$ cat src/rtl/tu12_ptr_pkg.sv
package tu12_ptr_pkg;
  typedef enum logic [1:0] {
    PC_VALID = 2'd0,
    PC_AIS   = 2'd1,
    PC_INV   = 2'd2
  } ptr_cls_t;

  typedef enum logic [1:0] {
    ST_NORM = 2'd0,
    ST_AIS  = 2'd1,
    ST_LOP  = 2'd2
  } mon_st_t;

  localparam logic [1:0] ADDR_STATUS = 2'd0;
  localparam logic [1:0] ADDR_STICKY = 2'd1;
  localparam logic [1:0] ADDR_ENABLE = 2'd2;
endpackage

$ cat src/rtl/tu12_ptr_classify.sv
module tu12_ptr_classify
  import tu12_ptr_pkg::*;
#(
  parameter int unsigned MAX_OFFSET = 139,
  parameter logic [3:0]  NDF_NORMAL = 4'b0110
) (
  input  logic     clk,
  input  logic     rst_n,
  input  logic     beat,
  input  logic [7:0] data,
  input  logic     mark_v1,
  input  logic     mark_v2,
  output logic     evt_valid,
  output ptr_cls_t evt_cls
);
  logic [7:0]  v1_q;
  logic        v1_seen_q;
  logic [15:0] word;
  logic        unused_ss;

  always_ff @(posedge clk) begin
    if (!rst_n) begin
      v1_q      <= '0;
      v1_seen_q <= 1'b0;
    end else if (beat && mark_v1) begin
      v1_q      <= data;
      v1_seen_q <= 1'b1;
    end else if (evt_valid) begin
      v1_seen_q <= 1'b0;
    end
  end

  assign word      = {v1_q, data};
  assign unused_ss = ^word[11:10];
  assign evt_valid = beat && mark_v2 && !mark_v1 && v1_seen_q;

  always_comb begin
    if (word == 16'hFFFF)
      evt_cls = PC_AIS;
    else if (word[15:12] == NDF_NORMAL && 32'(word[9:0]) <= MAX_OFFSET)
      evt_cls = PC_VALID;
    else
      evt_cls = PC_INV;
  end

  AST_EVT_AFTER_V1: assert property (@(posedge clk) disable iff (!rst_n)
    evt_valid |=> !v1_seen_q || $past(beat && mark_v1));
endmodule

$ cat src/rtl/tu12_ptr_fsm.sv
module tu12_ptr_fsm
  import tu12_ptr_pkg::*;
#(
  parameter int unsigned PERSIST = 8
) (
  input  logic     clk,
  input  logic     rst_n,
  input  logic     evt_valid,
  input  ptr_cls_t evt_cls,
  output logic     ais_q,
  output logic     lop_q,
  output logic     ais_rise,
  output logic     lop_rise
);
  localparam int unsigned CW = $clog2(PERSIST + 1);
  localparam logic [CW-1:0] CMAX = CW'(PERSIST);

  mon_st_t st_q, st_d;
  logic [CW-1:0] cnt_q [3];
  logic [CW-1:0] cnt_d [3];

  for (genvar g = 0; g < 3; g++) begin : g_run
    always_comb begin
      cnt_d[g] = cnt_q[g];
      if (evt_valid) begin
        if (evt_cls == ptr_cls_t'(g))
          cnt_d[g] = (cnt_q[g] == CMAX) ? CMAX : cnt_q[g] + 1'b1;
        else
          cnt_d[g] = '0;
      end
    end
    always_ff @(posedge clk) begin
      if (!rst_n) cnt_q[g] <= '0;
      else        cnt_q[g] <= cnt_d[g];
    end
  end

  always_comb begin
    st_d = st_q;
    if (evt_valid) begin
      unique case (st_q)
        ST_NORM: if (cnt_d[PC_INV] == CMAX) st_d = ST_LOP;
                 else if (cnt_d[PC_AIS] == CMAX) st_d = ST_AIS;
        ST_AIS:  if (cnt_d[PC_INV] == CMAX) st_d = ST_LOP;
                 else if (cnt_d[PC_VALID] == CMAX) st_d = ST_NORM;
        ST_LOP:  if (cnt_d[PC_VALID] == CMAX) st_d = ST_NORM;
                 else if (cnt_d[PC_AIS] == CMAX) st_d = ST_AIS;
        default: st_d = ST_NORM;
      endcase
    end
  end

  always_ff @(posedge clk) begin
    if (!rst_n) st_q <= ST_NORM;
    else        st_q <= st_d;
  end

  assign ais_q    = (st_q == ST_AIS);
  assign lop_q    = (st_q == ST_LOP);
  assign ais_rise = (st_d == ST_AIS) && (st_q != ST_AIS);
  assign lop_rise = (st_d == ST_LOP) && (st_q != ST_LOP);

  AST_AIS_NEEDS_RUN: assert property (@(posedge clk) disable iff (!rst_n)
    $rose(ais_q) |-> $past(evt_valid && evt_cls == PC_AIS));
  AST_LOP_NEEDS_RUN: assert property (@(posedge clk) disable iff (!rst_n)
    $rose(lop_q) |-> $past(evt_valid && evt_cls == PC_INV));
  AST_LOP_EXIT_CLASS: assert property (@(posedge clk) disable iff (!rst_n)
    $fell(lop_q) |-> $past(evt_valid && evt_cls != PC_INV));
  AST_HOLD_NO_EVT: assert property (@(posedge clk) disable iff (!rst_n)
    !evt_valid |=> $stable({ais_q, lop_q}));
  AST_ONE_ALARM: assert property (@(posedge clk) disable iff (!rst_n)
    $onehot0({ais_q, lop_q}));
endmodule

$ cat src/rtl/tu12_ptr_regs.sv
module tu12_ptr_regs
  import tu12_ptr_pkg::*;
(
  input  logic       clk,
  input  logic       rst_n,
  input  logic       ais_q,
  input  logic       lop_q,
  input  logic       ais_rise,
  input  logic       lop_rise,
  input  logic       reg_en,
  input  logic       reg_we,
  input  logic [1:0] reg_addr,
  input  logic [1:0] reg_wdata,
  output logic [1:0] reg_rdata,
  output logic       irq
);
  logic [1:0] sticky_q, en_q;
  logic       rd_sticky;

  assign rd_sticky = reg_en && !reg_we && (reg_addr == ADDR_STICKY);

  always_ff @(posedge clk) begin
    if (!rst_n) begin
      sticky_q <= '0;
      en_q     <= '0;
    end else begin
      sticky_q <= (sticky_q & ~{2{rd_sticky}}) | {lop_rise, ais_rise};
      if (reg_en && reg_we && reg_addr == ADDR_ENABLE)
        en_q <= reg_wdata;
    end
  end

  always_comb begin
    unique case (reg_addr)
      ADDR_STATUS: reg_rdata = {lop_q, ais_q};
      ADDR_STICKY: reg_rdata = sticky_q;
      ADDR_ENABLE: reg_rdata = en_q;
      default:     reg_rdata = '0;
    endcase
  end

  assign irq = |(sticky_q & en_q);

  AST_STICKY_FROM_EDGE: assert property (@(posedge clk) disable iff (!rst_n)
    $rose(sticky_q[0]) |-> $rose(ais_q));
  AST_CLEAR_ON_READ: assert property (@(posedge clk) disable iff (!rst_n)
    (rd_sticky && !ais_rise && !lop_rise) |=> sticky_q == 2'b00);
  AST_SET_WINS: assert property (@(posedge clk) disable iff (!rst_n)
    (ais_rise && rd_sticky) |=> sticky_q[0]);
  AST_IRQ_NEEDS_EN: assert property (@(posedge clk) disable iff (!rst_n)
    (en_q == 2'b00) |-> !irq);
endmodule

$ cat src/rtl/tu12_ptr_mon.sv
module tu12_ptr_mon
  import tu12_ptr_pkg::*;
#(
  parameter int unsigned PERSIST    = 8,
  parameter int unsigned MAX_OFFSET = 139,
  parameter logic [3:0]  NDF_NORMAL = 4'b0110
) (
  input  logic       clk,
  input  logic       rst_n,
  input  logic       in_valid,
  output logic       in_ready,
  input  logic [7:0] in_data,
  input  logic       in_mark_v1,
  input  logic       in_mark_v2,
  input  logic       reg_en,
  input  logic       reg_we,
  input  logic [1:0] reg_addr,
  input  logic [1:0] reg_wdata,
  output logic [1:0] reg_rdata,
  output logic       irq
);
  logic     rdy_q;
  logic     beat;
  logic     evt_valid;
  ptr_cls_t evt_cls;
  logic     ais_q, lop_q, ais_rise, lop_rise;

  always_ff @(posedge clk) begin
    if (!rst_n) rdy_q <= 1'b0;
    else        rdy_q <= 1'b1;
  end

  assign in_ready = rdy_q;
  assign beat     = in_valid && rdy_q;

  tu12_ptr_classify #(
    .MAX_OFFSET(MAX_OFFSET),
    .NDF_NORMAL(NDF_NORMAL)
  ) u_cls (
    .clk(clk), .rst_n(rst_n), .beat(beat), .data(in_data),
    .mark_v1(in_mark_v1), .mark_v2(in_mark_v2),
    .evt_valid(evt_valid), .evt_cls(evt_cls)
  );

  tu12_ptr_fsm #(.PERSIST(PERSIST)) u_fsm (
    .clk(clk), .rst_n(rst_n), .evt_valid(evt_valid), .evt_cls(evt_cls),
    .ais_q(ais_q), .lop_q(lop_q), .ais_rise(ais_rise), .lop_rise(lop_rise)
  );

  tu12_ptr_regs u_regs (
    .clk(clk), .rst_n(rst_n), .ais_q(ais_q), .lop_q(lop_q),
    .ais_rise(ais_rise), .lop_rise(lop_rise),
    .reg_en(reg_en), .reg_we(reg_we), .reg_addr(reg_addr),
    .reg_wdata(reg_wdata), .reg_rdata(reg_rdata), .irq(irq)
  );

  AST_READY_AFTER_RESET: assert property (@(posedge clk) disable iff (!rst_n)
    $past(rst_n) |-> in_ready);
endmodule

$ cat config.mk
export PLATFORM = sky130hd
export DESIGN_NAME = tu12_ptr_mon
export DESIGN_NICKNAME = d
export VERILOG_FILES = /design/src/rtl/tu12_ptr_pkg.sv /design/src/rtl/tu12_ptr_classify.sv /design/src/rtl/tu12_ptr_fsm.sv /design/src/rtl/tu12_ptr_regs.sv /design/src/rtl/tu12_ptr_mon.sv
export SDC_FILE = /design/constraint.sdc
export NUM_CORES = 1
export LEC_CHECK = 0
export CAP_MARGIN = 25
export CELL_PAD_IN_SITES_DETAIL_PLACEMENT = 1
export CELL_PAD_IN_SITES_GLOBAL_PLACEMENT = 2
export CORE_MARGIN = 3
export CORE_UTILIZATION = 37
export CTS_CLUSTER_DIAMETER = 100
export DETAILED_ROUTE_END_ITERATION = 8
export DONT_BUFFER_PORTS = 1
export MAX_ROUTING_LAYER = met4
export PLACE_DENSITY = 0.74
export SYNTH_ARGS = -nofsm -noshare
export SYNTH_HDL_FRONTEND = slang
export SYNTH_SLANG_ARGS = --single-unit
$ cat constraint.sdc
create_clock -name clk -period 2.7 [get_ports clk]
set_clock_uncertainty 0.2 [all_clocks]
set_input_delay 0.675 -clock clk [delete_from_list [all_inputs] [get_ports clk]]
set_output_delay 0.675 -clock clk [all_outputs]
set_load 0.05 [all_outputs]
==> results.ini <==
[grt]
antenna_found_initial = 0
grt_start_max_net_pins = 30
grt_pass1_wl_um = 7200
grtUsageTotal_pct = 17.7
grt_pass1_vias = 1564
grt_overflow_total = 0

[cts]
cts_max_level = 1
cts_sinks = 28
cts-root-buf = clkbuf_8
post-cts-setup-buffer-count = 0
ctsResizeCount = 0
cts.clk_slew.worst_paths_ns = 0.10
cts_buffers = 3
cts_tree = done
cts_max_path_buffers = 2
postCtsHoldBufs = 0
clkLatencyLatePin_ns = 0.28

[pwr]
power_density_nw_per_um2 = 406
ir_worst_vdd_mv = 0.169
p_leak_nw = 0.584

[synth]
muxShareOfSynthArea_pct = 1.23
syn_avg_cell_area_um2 = 8.28
ys.flop_type = dfxtp_1
synth.area.top_cells = dfxtp_1 (34%), nand2_1 (7.6%), a21boi_0 (6.0%), ha_1 (4.6%), nand3_1 (3.4%)
synth_area_leader_cell = dfxtp_1
synth_nets = 222
yosys.area_share.simple_pct = 26.5
synthTopCellsByCount = nand2_1 (33), dfxtp_1 (28), a21boi_0 (13)
synth-xor-area-share_pct = 2.15
synth.distinct_cells = 49
synth_top_cell_area_share_pct = 34.4
synthAdderAreaFrac_pct = 4.60
netlist_instances = 197
synth_top_family_by_area = compound AO/OA/AOI/OAI gates
synth_seq_cells = 28
synth-seq-area-share_pct = 34.4
yosysWarnings = 0
synth_edf_count = 0
async_flop_share_pct = 0
yosysMostFrequentCell = nand2_1
syn_area_um2 = 1630
synth-compound-area-share_pct = 26.9

[setup_path]
endpoint_kind = flop
slowest_stage = a2111oi_1
cp_max_fo = 4
path_cells = a2111oi_1, o2111ai_1, o41ai_2, a221oi_1, o221a_1
path_buf_inv = 0
start_kind = input pin
cp_top_family = compound AO/OA/AOI/OAI gates
required_ns = 2.68
path_class = input pin to flop
crit_arrival_ns = 2.22
max_stage_delay_ns = 0.48

[routing]
routed_via_density = 5.87
routed_wirelength_um = 4180
wl_per_cell_um = 16.7
dr.pass1.iters = 4
ant_nets = 0
dr_total_vias = 1468
drcViolationCount = 0
drtIter0Drc = 62

[status]
outcome = finished, final reports clean

[final_layout]
layout.nets = 226
drive_above_1_share_pct = 8.00
diodes = 0
nFillCells = 502
area_growth_syn_to_layout_pct = 8.97

[timing]
hold_violations = 0
maxSlewViolCount = 0
slew_headroom_pct = 66.6
min_period_ns = 2.24
fin_tns_setup_ns = 0
setup_viol = 0
worst_pin_slew_ns = 0.502
hold_slack_ns = 0.223
grt_setup_unrepaired = no
fmax_mhz = 446
min_period_over_period_pct = 83.0

[floorplan]
io_pins = 23
core_um2 = 4120
die_area_um2 = 5240
die_y_um = 72.4
rows = 23
start_util_pct = 39.6
fp.dieW_um = 72.4

[placement]
place.gp.congestion = 0.796
numPortBuffers = 0
dp_hpwl_um = 3170

[flow_run]
cap_violations = 0

[worst_hold_path]
hold_class = input pin to flop

[final cells by class]
type	instances	area, um2	area share (%)
Multi-Input combinational cell	151	1000	56.4
Sequential cell	28	561	31.5
Timing Repair Buffer	9	67.6	3.80
Tap cell	50	62.6	3.52
Clock buffer	4	55.1	3.10
Inverter	8	30.0	1.69
[path summary, 6_finish.rpt]
kind | start | cells past startpoint | to | slack [ns]
setup / recovery | in_data[3] | 5 | u_fsm.st_q[1] | 0.46
hold / removal | rst_n | 0 | in_ready | 0.22
setup reg to reg | u_cls.v1_q[5] | 5 | u_fsm.st_q[1] | 0.51
hold reg to reg | u_cls.v1_q[3] | 2 | u_cls.v1_q[3] | 0.28
[logic make-up (layout without fill, tap and decap cells)]
| kind of cell | count (synthesis) | in the layout |
|---|---|---|
| flip-flops | 28 | 28 |
| adder cells (fa/ha/maj) | 6 | 6 |
| multiplexers | 2 | 2 |
| buffers and inverters | 18 | 21 |
| AO/OA/AOI/OAI | 55 | 55 |
| AND/OR/NAND/NOR | 84 | 84 |
| XOR/XNOR | 4 | 4 |
[power breakdown]
part / internal [mW] / switching (mW)
registers: 0.419 / 0.00468
logic: 0.0131 / 0.0162
clock network: 0.131 / 0.137
[stage by stage]
step | utilization [%] | power [mW] | instance area [um2] | worst slack, ns | cells
6_report | 43.2 | 0.721 | 1780 | 0.460 | 250
5_1_grt | 43.2 | 0.754 | 1780 | 0.311 | 250
4_1_cts | 43.2 | 0.736 | 1780 | 0.449 | 250
3_5_place_dp | 41.9 | 0.463 | 1720 | 0.135 | 246
3_3_place_gp | 41.9 | 0.462 | 1720 | 0.173 | 246
2_1_floorplan | - | 0.460 | 1630 | 0.212 | 197
[layer usage]
metal	up-vias	track usage, %	routed length, um
met5	-	-	0
met4	0	6.97	63
met3	6	1.80	106
met2	17	28.0	1950
met1	720	23.2	2070
li1	725	-	-
[sequential cells by signal, indices dropped and copies added (netlist names)]
| register | flops |
|---|---|
| in_ready | 1 |
| u_cls.v1_seen_q | 1 |
| u_cls.v1_q | 8 |
| u_fsm.cnt_q | 12 |
| u_regs.sticky_q | 2 |
| u_fsm.st_q | 2 |
| u_regs.en_q | 2 |
[cell usage in the layout (no fill, tap or decap), types with 3 or more instances in the layout]
cell type	synthesis	layout
nand2_1	33	33
dfxtp_1	28	28
a21oi_1	5	5
nor3_1	3	3
buf_4	0	9
a21boi_1	3	3
a21boi_0	13	13
ha_1	6	6
nor2_1	7	7
nor2b_1	8	8
nand4_1	5	5
o21ai_0	6	4
clkbuf_8	0	4
nand4b_1	3	3
nand4bb_1	3	3
inv_1	8	8
nor4_1	3	3
xor2_1	3	3
nand3_1	11	11
No activity file was read; power rests on OpenSTA's default activity.
